File: src/rtl/tblwalk_pkg.sv
package tblwalk_pkg;

    typedef enum logic [1:0] {
        ACC_READ  = 2'd0,
        ACC_WRITE = 2'd1,
        ACC_FETCH = 2'd2
    } acc_e;

    typedef enum logic [1:0] {
        MODE_PRI  = 2'd0,
        MODE_SEC  = 2'd1,
        MODE_HOME = 2'd2
    } mode_e;

    typedef enum logic [2:0] {
        FLT_NONE = 3'd0,
        FLT_SPEC = 3'd1,
        FLT_SEG  = 3'd2,
        FLT_PAGE = 3'd3,
        FLT_PROT = 3'd4
    } fault_e;

    typedef enum logic [1:0] {
        ST_IDLE = 2'd0,
        ST_REQ  = 2'd1,
        ST_WAIT = 2'd2
    } walk_st_e;

    // entry field positions decoded by the walker
    localparam int TYPE_LO      = 2;
    localparam int TYPE_HI      = 3;
    localparam int TBL_INV_BIT  = 5;
    localparam int DSG_REAL_BIT = 6;
    localparam int PTE_RO_BIT   = 9;
    localparam int PTE_INV_BIT  = 10;

    // top address bits that must be clear per starting type
    localparam int R2_TOP_BITS  = 11;
    localparam int R3_TOP_BITS  = 22;
    localparam int SEG_TOP_BITS = 33;

    localparam int NUM_TBL = 5;

endpackage

File: src/rtl/tblwalk_space.sv
module tblwalk_space
    import tblwalk_pkg::*;
#(
    parameter int ADDR_W = 64
) (
    input  logic [1:0]        mode_i,
    input  logic [1:0]        acc_i,
    input  logic [ADDR_W-1:0] va_i,
    input  logic [ADDR_W-1:0] cr_pri_i,
    input  logic [ADDR_W-1:0] cr_sec_i,
    input  logic [ADDR_W-1:0] cr_home_i,
    output logic [ADDR_W-1:0] desig_o,
    output logic [1:0]        sbits_o,
    output logic              bad_mode_o,
    output logic              range_flt_o,
    output logic              strip_rw_o,
    output logic              strip_x_o
);

    always_comb begin
        desig_o    = '0;
        sbits_o    = 2'd0;
        bad_mode_o = 1'b0;
        strip_rw_o = 1'b0;
        strip_x_o  = 1'b0;
        case (mode_i)
            MODE_PRI: begin
                desig_o = cr_pri_i;
                sbits_o = 2'd1;
            end
            MODE_SEC: begin
                if (acc_i == ACC_FETCH) begin
                    desig_o    = cr_pri_i;
                    sbits_o    = 2'd1;
                    strip_rw_o = 1'b1;
                end else begin
                    desig_o   = cr_sec_i;
                    sbits_o   = 2'd2;
                    strip_x_o = 1'b1;
                end
            end
            MODE_HOME: begin
                desig_o = cr_home_i;
                sbits_o = 2'd3;
            end
            default: bad_mode_o = 1'b1;
        endcase
    end

    always_comb begin
        case (desig_o[TYPE_HI:TYPE_LO])
            2'd2:    range_flt_o = |va_i[ADDR_W-1 -: R2_TOP_BITS];
            2'd1:    range_flt_o = |va_i[ADDR_W-1 -: R3_TOP_BITS];
            2'd0:    range_flt_o = |va_i[ADDR_W-1 -: SEG_TOP_BITS];
            default: range_flt_o = 1'b0;
        endcase
    end

endmodule

File: src/rtl/tblwalk_index.sv
module tblwalk_index
    import tblwalk_pkg::*;
#(
    parameter int ADDR_W = 64
) (
    input  logic [2:0]        tbl_i,
    input  logic [ADDR_W-1:0] entry_i,
    input  logic [ADDR_W-1:0] va_i,
    output logic [ADDR_W-1:0] addr_o
);

    localparam logic [ADDR_W-1:0] ORG_MASK_TBL = ~(ADDR_W'('hFFF));
    localparam logic [ADDR_W-1:0] ORG_MASK_PGT = ~(ADDR_W'('h7FF));

    logic [ADDR_W-1:0] offs [NUM_TBL];
    logic [ADDR_W-1:0] origin;

    // table 0 is the page table, 1 the segment table, 2..4 region tables
    for (genvar g = 0; g < NUM_TBL; g++) begin : g_off
        localparam int SH = (g == 0) ? 9 : (17 + 11 * (g - 1));
        localparam logic [ADDR_W-1:0] MK = (g == 0) ? ADDR_W'('h7F8) : ADDR_W'('h3FF8);
        assign offs[g] = (va_i >> SH) & MK;
    end

    always_comb begin
        origin = (tbl_i == 3'd0) ? (entry_i & ORG_MASK_PGT) : (entry_i & ORG_MASK_TBL);
        addr_o = origin;
        if (tbl_i < 3'(NUM_TBL))
            addr_o = origin + offs[tbl_i];
    end

endmodule

File: src/rtl/tblwalk_fsm.sv
module tblwalk_fsm
    import tblwalk_pkg::*;
#(
    parameter int                ADDR_W     = 64,
    parameter int                PAGE_SHIFT = 12,
    parameter logic [ADDR_W-1:0] LOW_LIMIT  = 'h2000
) (
    input  logic              clk,
    input  logic              rst_n,
    input  logic              req_valid_i,
    input  logic [ADDR_W-1:0] va_i,
    input  logic [1:0]        acc_i,
    input  logic              xlate_en_i,
    input  logic [ADDR_W-1:0] desig_i,
    input  logic [1:0]        sbits_i,
    input  logic              bad_mode_i,
    input  logic              range_flt_i,
    input  logic              strip_rw_i,
    input  logic              strip_x_i,
    input  logic [ADDR_W-1:0] prefix_i,
    input  logic              mem_rvalid_i,
    input  logic [ADDR_W-1:0] mem_rdata_i,
    output logic              mem_req_o,
    output logic [2:0]        tbl_o,
    output logic [ADDR_W-1:0] cur_o,
    output logic [ADDR_W-1:0] va_o,
    output logic              busy_o,
    output logic              done_o,
    output logic [2:0]        fault_o,
    output logic [2:0]        perm_o,
    output logic [ADDR_W-1:0] real_o,
    output logic [2:0]        exc_o
);

    localparam logic [ADDR_W-1:0] PG_MASK = {ADDR_W{1'b1}} << PAGE_SHIFT;

    typedef struct packed {
        walk_st_e          st;
        logic [2:0]        tbl;
        logic [ADDR_W-1:0] cur;
        logic [ADDR_W-1:0] va;
        logic [1:0]        acc;
        logic [1:0]        sbits;
        logic              strip_rw;
        logic              strip_x;
        logic              done;
        fault_e            flt;
        logic [2:0]        perm;
        logic [ADDR_W-1:0] ra;
        logic [2:0]        exc;
    } walk_t;

    walk_t s_d, s_q;

    function automatic logic [ADDR_W-1:0] relocate(input logic [ADDR_W-1:0] a,
                                                   input logic [ADDR_W-1:0] pfx);
        return (a < LOW_LIMIT) ? (a + pfx) : a;
    endfunction

    function automatic logic [2:0] trim(input logic [2:0] p, input logic srw, input logic sx);
        logic [2:0] r;
        r = p;
        if (srw) r[1:0] = 2'b00;
        if (sx)  r[2]   = 1'b0;
        return r;
    endfunction

    always_comb begin
        logic wr_ok;
        s_d      = s_q;
        s_d.done = 1'b0;
        wr_ok    = 1'b0;
        case (s_q.st)
            ST_IDLE: begin
                if (req_valid_i) begin
                    s_d.va       = va_i;
                    s_d.acc      = acc_i;
                    s_d.sbits    = sbits_i;
                    s_d.strip_rw = xlate_en_i & strip_rw_i;
                    s_d.strip_x  = xlate_en_i & strip_x_i;
                    s_d.done     = 1'b1;
                    s_d.flt      = FLT_NONE;
                    s_d.perm     = 3'b000;
                    s_d.ra       = '0;
                    s_d.exc      = 3'd0;
                    if (!xlate_en_i) begin
                        s_d.perm = 3'b111;
                        s_d.ra   = relocate(va_i, prefix_i);
                    end else if (bad_mode_i) begin
                        s_d.flt = FLT_SPEC;
                    end else if (range_flt_i) begin
                        s_d.flt = FLT_SPEC;
                        s_d.exc = {1'b0, sbits_i};
                    end else if (desig_i[DSG_REAL_BIT]) begin
                        s_d.perm = trim(3'b111, strip_rw_i, strip_x_i);
                        s_d.ra   = relocate(va_i, prefix_i);
                    end else begin
                        s_d.done = 1'b0;
                        s_d.cur  = desig_i;
                        s_d.tbl  = {1'b0, desig_i[TYPE_HI:TYPE_LO]} + 3'd1;
                        s_d.st   = ST_REQ;
                    end
                end
            end
            ST_REQ: s_d.st = ST_WAIT;
            ST_WAIT: begin
                if (mem_rvalid_i) begin
                    s_d.st = ST_IDLE;
                    if (s_q.tbl != 3'd0) begin
                        if (mem_rdata_i[TBL_INV_BIT]) begin
                            s_d.done = 1'b1;
                            s_d.flt  = FLT_SEG;
                            s_d.exc  = {1'b0, s_q.sbits};
                        end else if ({1'b0, mem_rdata_i[TYPE_HI:TYPE_LO]} != (s_q.tbl - 3'd1)) begin
                            s_d.done = 1'b1;
                            s_d.flt  = FLT_SPEC;
                            s_d.exc  = {1'b0, s_q.sbits};
                        end else begin
                            s_d.cur = mem_rdata_i;
                            s_d.tbl = s_q.tbl - 3'd1;
                            s_d.st  = ST_REQ;
                        end
                    end else begin
                        s_d.done = 1'b1;
                        wr_ok    = !mem_rdata_i[PTE_RO_BIT];
                        if (mem_rdata_i[PTE_INV_BIT]) begin
                            s_d.flt = FLT_PAGE;
                            s_d.exc = {1'b0, s_q.sbits};
                        end else if ((s_q.acc == ACC_WRITE) && !wr_ok) begin
                            s_d.flt = FLT_PROT;
                            s_d.exc = {1'b1, s_q.sbits};
                        end else begin
                            s_d.perm = trim({1'b1, wr_ok, 1'b1}, s_q.strip_rw, s_q.strip_x);
                            s_d.ra   = relocate(mem_rdata_i & PG_MASK, prefix_i);
                        end
                    end
                end
            end
            default: s_d.st = ST_IDLE;
        endcase
    end

    always_ff @(posedge clk or negedge rst_n) begin
        if (!rst_n) begin
            s_q <= '{st: ST_IDLE, flt: FLT_NONE, default: '0};
        end else begin
            s_q <= s_d;
        end
    end

    assign mem_req_o = (s_q.st == ST_REQ);
    assign tbl_o     = s_q.tbl;
    assign cur_o     = s_q.cur;
    assign va_o      = s_q.va;
    assign busy_o    = (s_q.st != ST_IDLE);
    assign done_o    = s_q.done;
    assign fault_o   = s_q.flt;
    assign perm_o    = s_q.perm;
    assign real_o    = s_q.ra;
    assign exc_o     = s_q.exc;

    a_r13_one_read: assert property (@(posedge clk) disable iff (!rst_n)
        mem_req_o |=> !mem_req_o);

    a_r13_done_pulse: assert property (@(posedge clk) disable iff (!rst_n)
        done_o |=> !done_o);

    a_r13_accept: assert property (@(posedge clk) disable iff (!rst_n)
        (!busy_o && req_valid_i) |=> (busy_o || done_o));

    a_r8_prot_only_write: assert property (@(posedge clk) disable iff (!rst_n)
        (done_o && fault_o == FLT_PROT) |-> (s_q.acc == ACC_WRITE && exc_o[2]));

    a_r9_fetch_no_rw: assert property (@(posedge clk) disable iff (!rst_n)
        (done_o && fault_o == FLT_NONE && s_q.strip_rw) |-> (perm_o[1:0] == 2'b00));

    a_r7_write_has_perm: assert property (@(posedge clk) disable iff (!rst_n)
        (done_o && fault_o == FLT_NONE && s_q.acc == ACC_WRITE) |-> perm_o[1]);

endmodule

File: src/rtl/tblwalk_top.sv
module tblwalk_top
    import tblwalk_pkg::*;
#(
    parameter int                ADDR_W     = 64,
    parameter int                PAGE_SHIFT = 12,
    parameter logic [ADDR_W-1:0] LOW_LIMIT  = 'h2000
) (
    input  logic              clk,
    input  logic              rst_n,
    input  logic              req_valid_i,
    input  logic [ADDR_W-1:0] req_va_i,
    input  logic [1:0]        req_acc_i,
    input  logic [1:0]        req_mode_i,
    input  logic              xlate_en_i,
    input  logic              addr64_i,
    input  logic [ADDR_W-1:0] cr_primary_i,
    input  logic [ADDR_W-1:0] cr_secondary_i,
    input  logic [ADDR_W-1:0] cr_home_i,
    input  logic [ADDR_W-1:0] prefix_i,
    output logic              busy_o,
    output logic              done_o,
    output logic [2:0]        fault_o,
    output logic [2:0]        perm_o,
    output logic [ADDR_W-1:0] real_addr_o,
    output logic [2:0]        exc_id_o,
    output logic              mem_req_o,
    output logic [ADDR_W-1:0] mem_addr_o,
    input  logic              mem_rvalid_i,
    input  logic [ADDR_W-1:0] mem_rdata_i
);

    localparam logic [ADDR_W-1:0] PG_MASK  = {ADDR_W{1'b1}} << PAGE_SHIFT;
    localparam logic [ADDR_W-1:0] A31_MASK = ADDR_W'('h7FFF_FFFF);

    logic [ADDR_W-1:0] va_m;
    logic [ADDR_W-1:0] desig;
    logic [1:0]        sbits;
    logic              bad_mode, range_flt, strip_rw, strip_x;
    logic [2:0]        tbl;
    logic [ADDR_W-1:0] cur, va_q;

    assign va_m = (addr64_i ? req_va_i : (req_va_i & A31_MASK)) & PG_MASK;

    tblwalk_space #(.ADDR_W(ADDR_W)) u_space (
        .mode_i      (req_mode_i),
        .acc_i       (req_acc_i),
        .va_i        (va_m),
        .cr_pri_i    (cr_primary_i),
        .cr_sec_i    (cr_secondary_i),
        .cr_home_i   (cr_home_i),
        .desig_o     (desig),
        .sbits_o     (sbits),
        .bad_mode_o  (bad_mode),
        .range_flt_o (range_flt),
        .strip_rw_o  (strip_rw),
        .strip_x_o   (strip_x)
    );

    tblwalk_index #(.ADDR_W(ADDR_W)) u_index (
        .tbl_i   (tbl),
        .entry_i (cur),
        .va_i    (va_q),
        .addr_o  (mem_addr_o)
    );

    tblwalk_fsm #(
        .ADDR_W     (ADDR_W),
        .PAGE_SHIFT (PAGE_SHIFT),
        .LOW_LIMIT  (LOW_LIMIT)
    ) u_fsm (
        .clk          (clk),
        .rst_n        (rst_n),
        .req_valid_i  (req_valid_i),
        .va_i         (va_m),
        .acc_i        (req_acc_i),
        .xlate_en_i   (xlate_en_i),
        .desig_i      (desig),
        .sbits_i      (sbits),
        .bad_mode_i   (bad_mode),
        .range_flt_i  (range_flt),
        .strip_rw_i   (strip_rw),
        .strip_x_i    (strip_x),
        .prefix_i     (prefix_i),
        .mem_rvalid_i (mem_rvalid_i),
        .mem_rdata_i  (mem_rdata_i),
        .mem_req_o    (mem_req_o),
        .tbl_o        (tbl),
        .cur_o        (cur),
        .va_o         (va_q),
        .busy_o       (busy_o),
        .done_o       (done_o),
        .fault_o      (fault_o),
        .perm_o       (perm_o),
        .real_o       (real_addr_o),
        .exc_o        (exc_id_o)
    );

    a_r3_entry_aligned: assert property (@(posedge clk) disable iff (!rst_n)
        mem_req_o |-> (mem_addr_o[2:0] == 3'b000));

endmodule

File: config.mk
export PLATFORM = sky130hd
export DESIGN_NAME = tblwalk_top
export DESIGN_NICKNAME = d
export VERILOG_FILES = /design/src/rtl/tblwalk_pkg.sv /design/src/rtl/tblwalk_space.sv /design/src/rtl/tblwalk_index.sv /design/src/rtl/tblwalk_fsm.sv /design/src/rtl/tblwalk_top.sv
export SDC_FILE = /design/constraint.sdc
export NUM_CORES = 1
export LEC_CHECK = 0
export BUFFER_PORTS_ARGS = -buffer_cell sky130_fd_sc_hd__buf_2
export CAP_MARGIN = 20
export CORE_ASPECT_RATIO = 0.8
export CORE_MARGIN = 2
export CORE_UTILIZATION = 40
export CTS_CLUSTER_SIZE = 40
export DETAILED_ROUTE_END_ITERATION = 6
export SETUP_SLACK_MARGIN = 0.3
export SLEW_MARGIN = 10
export SYNTH_ARGS = -nofsm -noshare
export SYNTH_HDL_FRONTEND = slang
export SYNTH_SLANG_ARGS = --single-unit
File: constraint.sdc
create_clock -name clk -period 9.7 [get_ports clk]
set_input_delay 1.94 -clock clk [delete_from_list [all_inputs] [get_ports clk]]
set_output_delay 1.94 -clock clk [all_outputs]
set_load 0.005 [all_outputs]
==> metrics.md <==
| Metric | Value |
|---|---|
| Power per cell area | 142 nW/um^2 |
| Peak supply drop | between 0.0001 and 0.00015 V |
| R2R Setup Slk | between 5 and 6 ns |
| Maximum clock path buffer count | 2 |
| Final hold viol count | 0 |
| Postcts setup bufs | 0 |
| Vias in the first global route | roughly 19k |
| Final ANT Viol Nets | 0 |
| Root buffer cell | clkbuf_16 |
| Outcome | completed |
| DP Cell Count | around 3.3k |
| Via density | 5.94 |
| Worst Hold End | u_fsm.perm_o[1] |
| Avg Cell Area, Syn | between 7 and 8 sq um |
| Crit path kind | reg2out |
| Mapped Area | approximately 19000 sq um |
| Commonest cells post-synth | nand2_1, o21ai_0, a21oi_1, dfrtp_1, nor2_1 |
| Post_cts resized | 0 |
| Warning count from the yosys run | 0 |
| First-pass GRT wire length | 114000 um |
| Top-count cell post-synth | nand2_1 |
| Hold path start | u_fsm.perm_o[1] |
| Share of cells above drive strength 1 | a little over a fifth |
| Yosys reg bits | 189 |
| Area of the die | 48900 sq um |
| DR WL/cell | roughly 23 um |
| Pleak | between 10 and 15 nW |
| GP Congestion | between 0.9 and 1 |
| # clock sinks | ~190 |
| Clk Latency, worst-skew pair | between 0.4 and 0.5 ns |
| DR vias | 20.1k |
| Crit-path slowest cell | dfrtp_1 |
| Total grt overflow | 0 |
| Final Cycle Share | roughly three quarters |
| Initial antenna violation count | 8 |
| Final Skew | 0.00904 ns |
| Cell depth of the worst hold path | 2 |
| Total CTS buffers | 17 |
| Crit path DAT | 5.41 ns |
| FF-to-FF path depth | 10 |
| Final HPWL DP | 61500 um |
| First-iteration detailed-routing DRC count | 1988 |
| Asr flop ratio synth | 100% |
| Minimum clock period | 7.35 ns |
| Switching part of the total | between 30 and 40% |
| DRT Pass-1 Iters | 6 |
| Register share of total power | 34.5% |
| Count of cell types in the netlist | 101 |
| Final #Nets | 3244 |
| Drt drc | 0 |
| Max-Cap Viols | 0 |
| NetSw | 1.23 mW |
| Synth-to-Final Area Change | 14.7% |
| RR Endpoint | u_fsm.real_o[45] |
| Fmax | 136 MHz |
| Sequential fraction of the synthesis area | between 20% and 30% |
| Combinational share of power | between 30% and 40% |
| Synth Instances | 2457 |
| H-tree depth | 4 |
| CP cell instances | inv_1, nor2_1, a22oi_1, o22ai_1, ha_1, inv_1, fa_1, nor2b_1, o21a_1, and3_1, and2_1, and2b_1, and2b_1, nor2b_1, nand4_1, xnor2_1, buf_2 |
| Hold crit path type | reg2reg |
| Die H | 198 um |
| Core area | 46700 sq um |
| Slew Viols, Final | 0 |
| Most used DFF post-synth | dfrtp_1 |
| Ports | between 500 and 600 |
| Die W | 247 um |
| Internal power | about 1.8 mW |
| Area leader, netlist | dfrtp_1 |
| EDFF count, synth | 0 |
| Clk slew on worst S/H paths | 0.08 ns |
| Slew @ Worst Pin | 1.09 ns |
| Worst slew margin | 27.3% |
| Post-Route WL | ~78000 um |
| Post-CTS Hold Buffers | 0 |
| Rows | 71 |
| CTS tree | built |
| Total GRT Usage | 30.9% |
| CP endpoint kind | primary output |
| Buffers on Ports | 488 |
| TNS Setup | 0 ns |
| Largest net degree at the start of global routing | 114 |
| Non-Filler Instances | between 3k and 4k |
| Worst endpoint required time | between 7 and 8 ns |
| Crit-path max FO | 15 |
| Clock share of power | 25.7% |
| Unrepaired setup endpoints after global routing | no |
| Endpoints failing setup | 0 |
| FF-to-FF Start | u_fsm.tbl_o[0] |
| Share of the synthesized area in the top cell type | 25.1% |
| Area contributors post-synth | dfrtp_1, nand2_1, o21ai_0 |
| Starting Density | just over 40% |
| Setup crit start kind | flip-flop |
| CP peak stage delay | roughly 0.90 ns |
-- state kept, by name (all words and copies together) (netlist names) --
register and count:
u_fsm.va_o 52, u_fsm.cur_o 53, u_fsm.done_o 1, u_fsm.fault_o 2
u_fsm.tbl_o 3, u_fsm.exc_o 3, u_fsm.real_o 64, u_fsm.s_q 8
u_fsm.perm_o 3
-- worst max-delay path by stage --
stage,start,to,slack (ns),depth (start not counted)
after floorplan,u_fsm.tbl_o[0],mem_addr_o[63],4.10,16
after global placement,u_fsm.tbl_o[0],mem_addr_o[63],3.00,17
after detailed placement,u_fsm.tbl_o[0],mem_addr_o[63],2.90,17
after CTS,u_fsm.tbl_o[0],mem_addr_o[63],2.36,17
after global routing,u_fsm.tbl_o[0],mem_addr_o[59],1.95,17
final,u_fsm.tbl_o[0],mem_addr_o[63],2.35,17
-- final cells by class --
| type | count | area, sq um |
|---|---|---|
| Antenna cell | 3 | 7.51 |
| Clock buffer | 18 | 439 |
| Clock inverter | 14 | 183 |
| Fill cell | 4826 | 25100 |
| Inverter | 71 | 267 |
| Multi-Input combinational cell | 1963 | 12600 |
| Sequential cell | 189 | 4730 |
| Tap cell | 620 | 776 |
| Timing Repair Buffer | 506 | 2590 |
-- through the flow --
| stage | worst slack (ns) | area [sq um] | power, mW | hold slack [ns] | utilization, % |
|---|---|---|---|---|---|
| detailed placement | 2.90 | 21000 | 2.28 | 0.454 | 44.9 |
| global placement | 3.00 | 21000 | 2.26 | 0.457 | 44.9 |
| finish | 2.35 | 21600 | 3.07 | 0.470 | 46.3 |
| global route | 1.95 | 21600 | 3.26 | 0.498 | 46.3 |
| floorplan | 4.10 | 18900 | 1.84 | 0.440 | - |
| CTS | 2.36 | 21600 | 3.08 | 0.472 | 46.3 |
-- layer usage --
layer  GRT usage [%]  wire length (um)
met5               0                49
met4            8.03              1870
met3            5.96              6410
met2            48.9             35300
met1            43.1             34500
-- power groups by stage --
stage          combinational (mW)  sequential (mW)  clock (mW)
2_1_floorplan               0.830             1.01           0
3_3_place_gp                 1.20             1.07           0
3_5_place_dp                 1.21             1.07           0
4_1_cts                      1.21             1.06       0.802
5_1_grt                      1.34             1.08       0.833
6_report                     1.22             1.06       0.790
-- cells in the final DEF, fill, tap and decap left out, types with 18 or more instances in the layout --
cell | netlist | layout
nand3_1 | 54 | 54
o21ai_0 | 253 | 253
xnor2_1 | 97 | 97
a22oi_1 | 59 | 59
nor4_1 | 24 | 23
nand2b_1 | 21 | 21
nor2_1 | 117 | 116
o21a_1 | 29 | 29
dfrtp_1 | 189 | 189
buf_4 | 82 | 18
o221ai_1 | 29 | 29
o211ai_1 | 25 | 25
a21o_1 | 48 | 48
xor2_1 | 41 | 41
a31oi_1 | 29 | 29
ha_1 | 99 | 99
nand2_1 | 376 | 375
inv_1 | 71 | 71
and2_1 | 25 | 25
a21oi_1 | 209 | 206
nor2b_1 | 19 | 18
nor3_1 | 27 | 27
buf_2 | 21 | 487
nand4_1 | 35 | 35
mux2i_1 | 69 | 69
-- kinds of logic (layout without fill, tap and decap cells) --
| kind of cell | after synthesis | count (layout) | share of synthesized area [%] |
|---|---|---|---|
| compound gates | 842 | 842 | 28.3 |
| simple gates | 788 | 788 | 19.7 |
| buf+inv | 307 | 609 | 8.29 |
| flops | 189 | 189 | 25.1 |
| xor+xnor | 138 | 138 | 6.41 |
| fa+ha+maj | 103 | 103 | 6.94 |
| mux | 89 | 89 | 5.34 |
| other cells | 1 | 6 | 0.0199 |
-- worst max-delay path, delay by kind of cell (launching register included) --
family	cells	cell delay, ns
AND/OR/NAND/NOR	8	2.14
flip-flops	1	0.90
AO/OA/AOI/OAI	3	0.62
adder cells (fa/ha/maj)	2	0.62
buffers and inverters	3	0.49
XOR/XNOR	1	0.16
No activity file was read; power rests on OpenSTA's default activity.
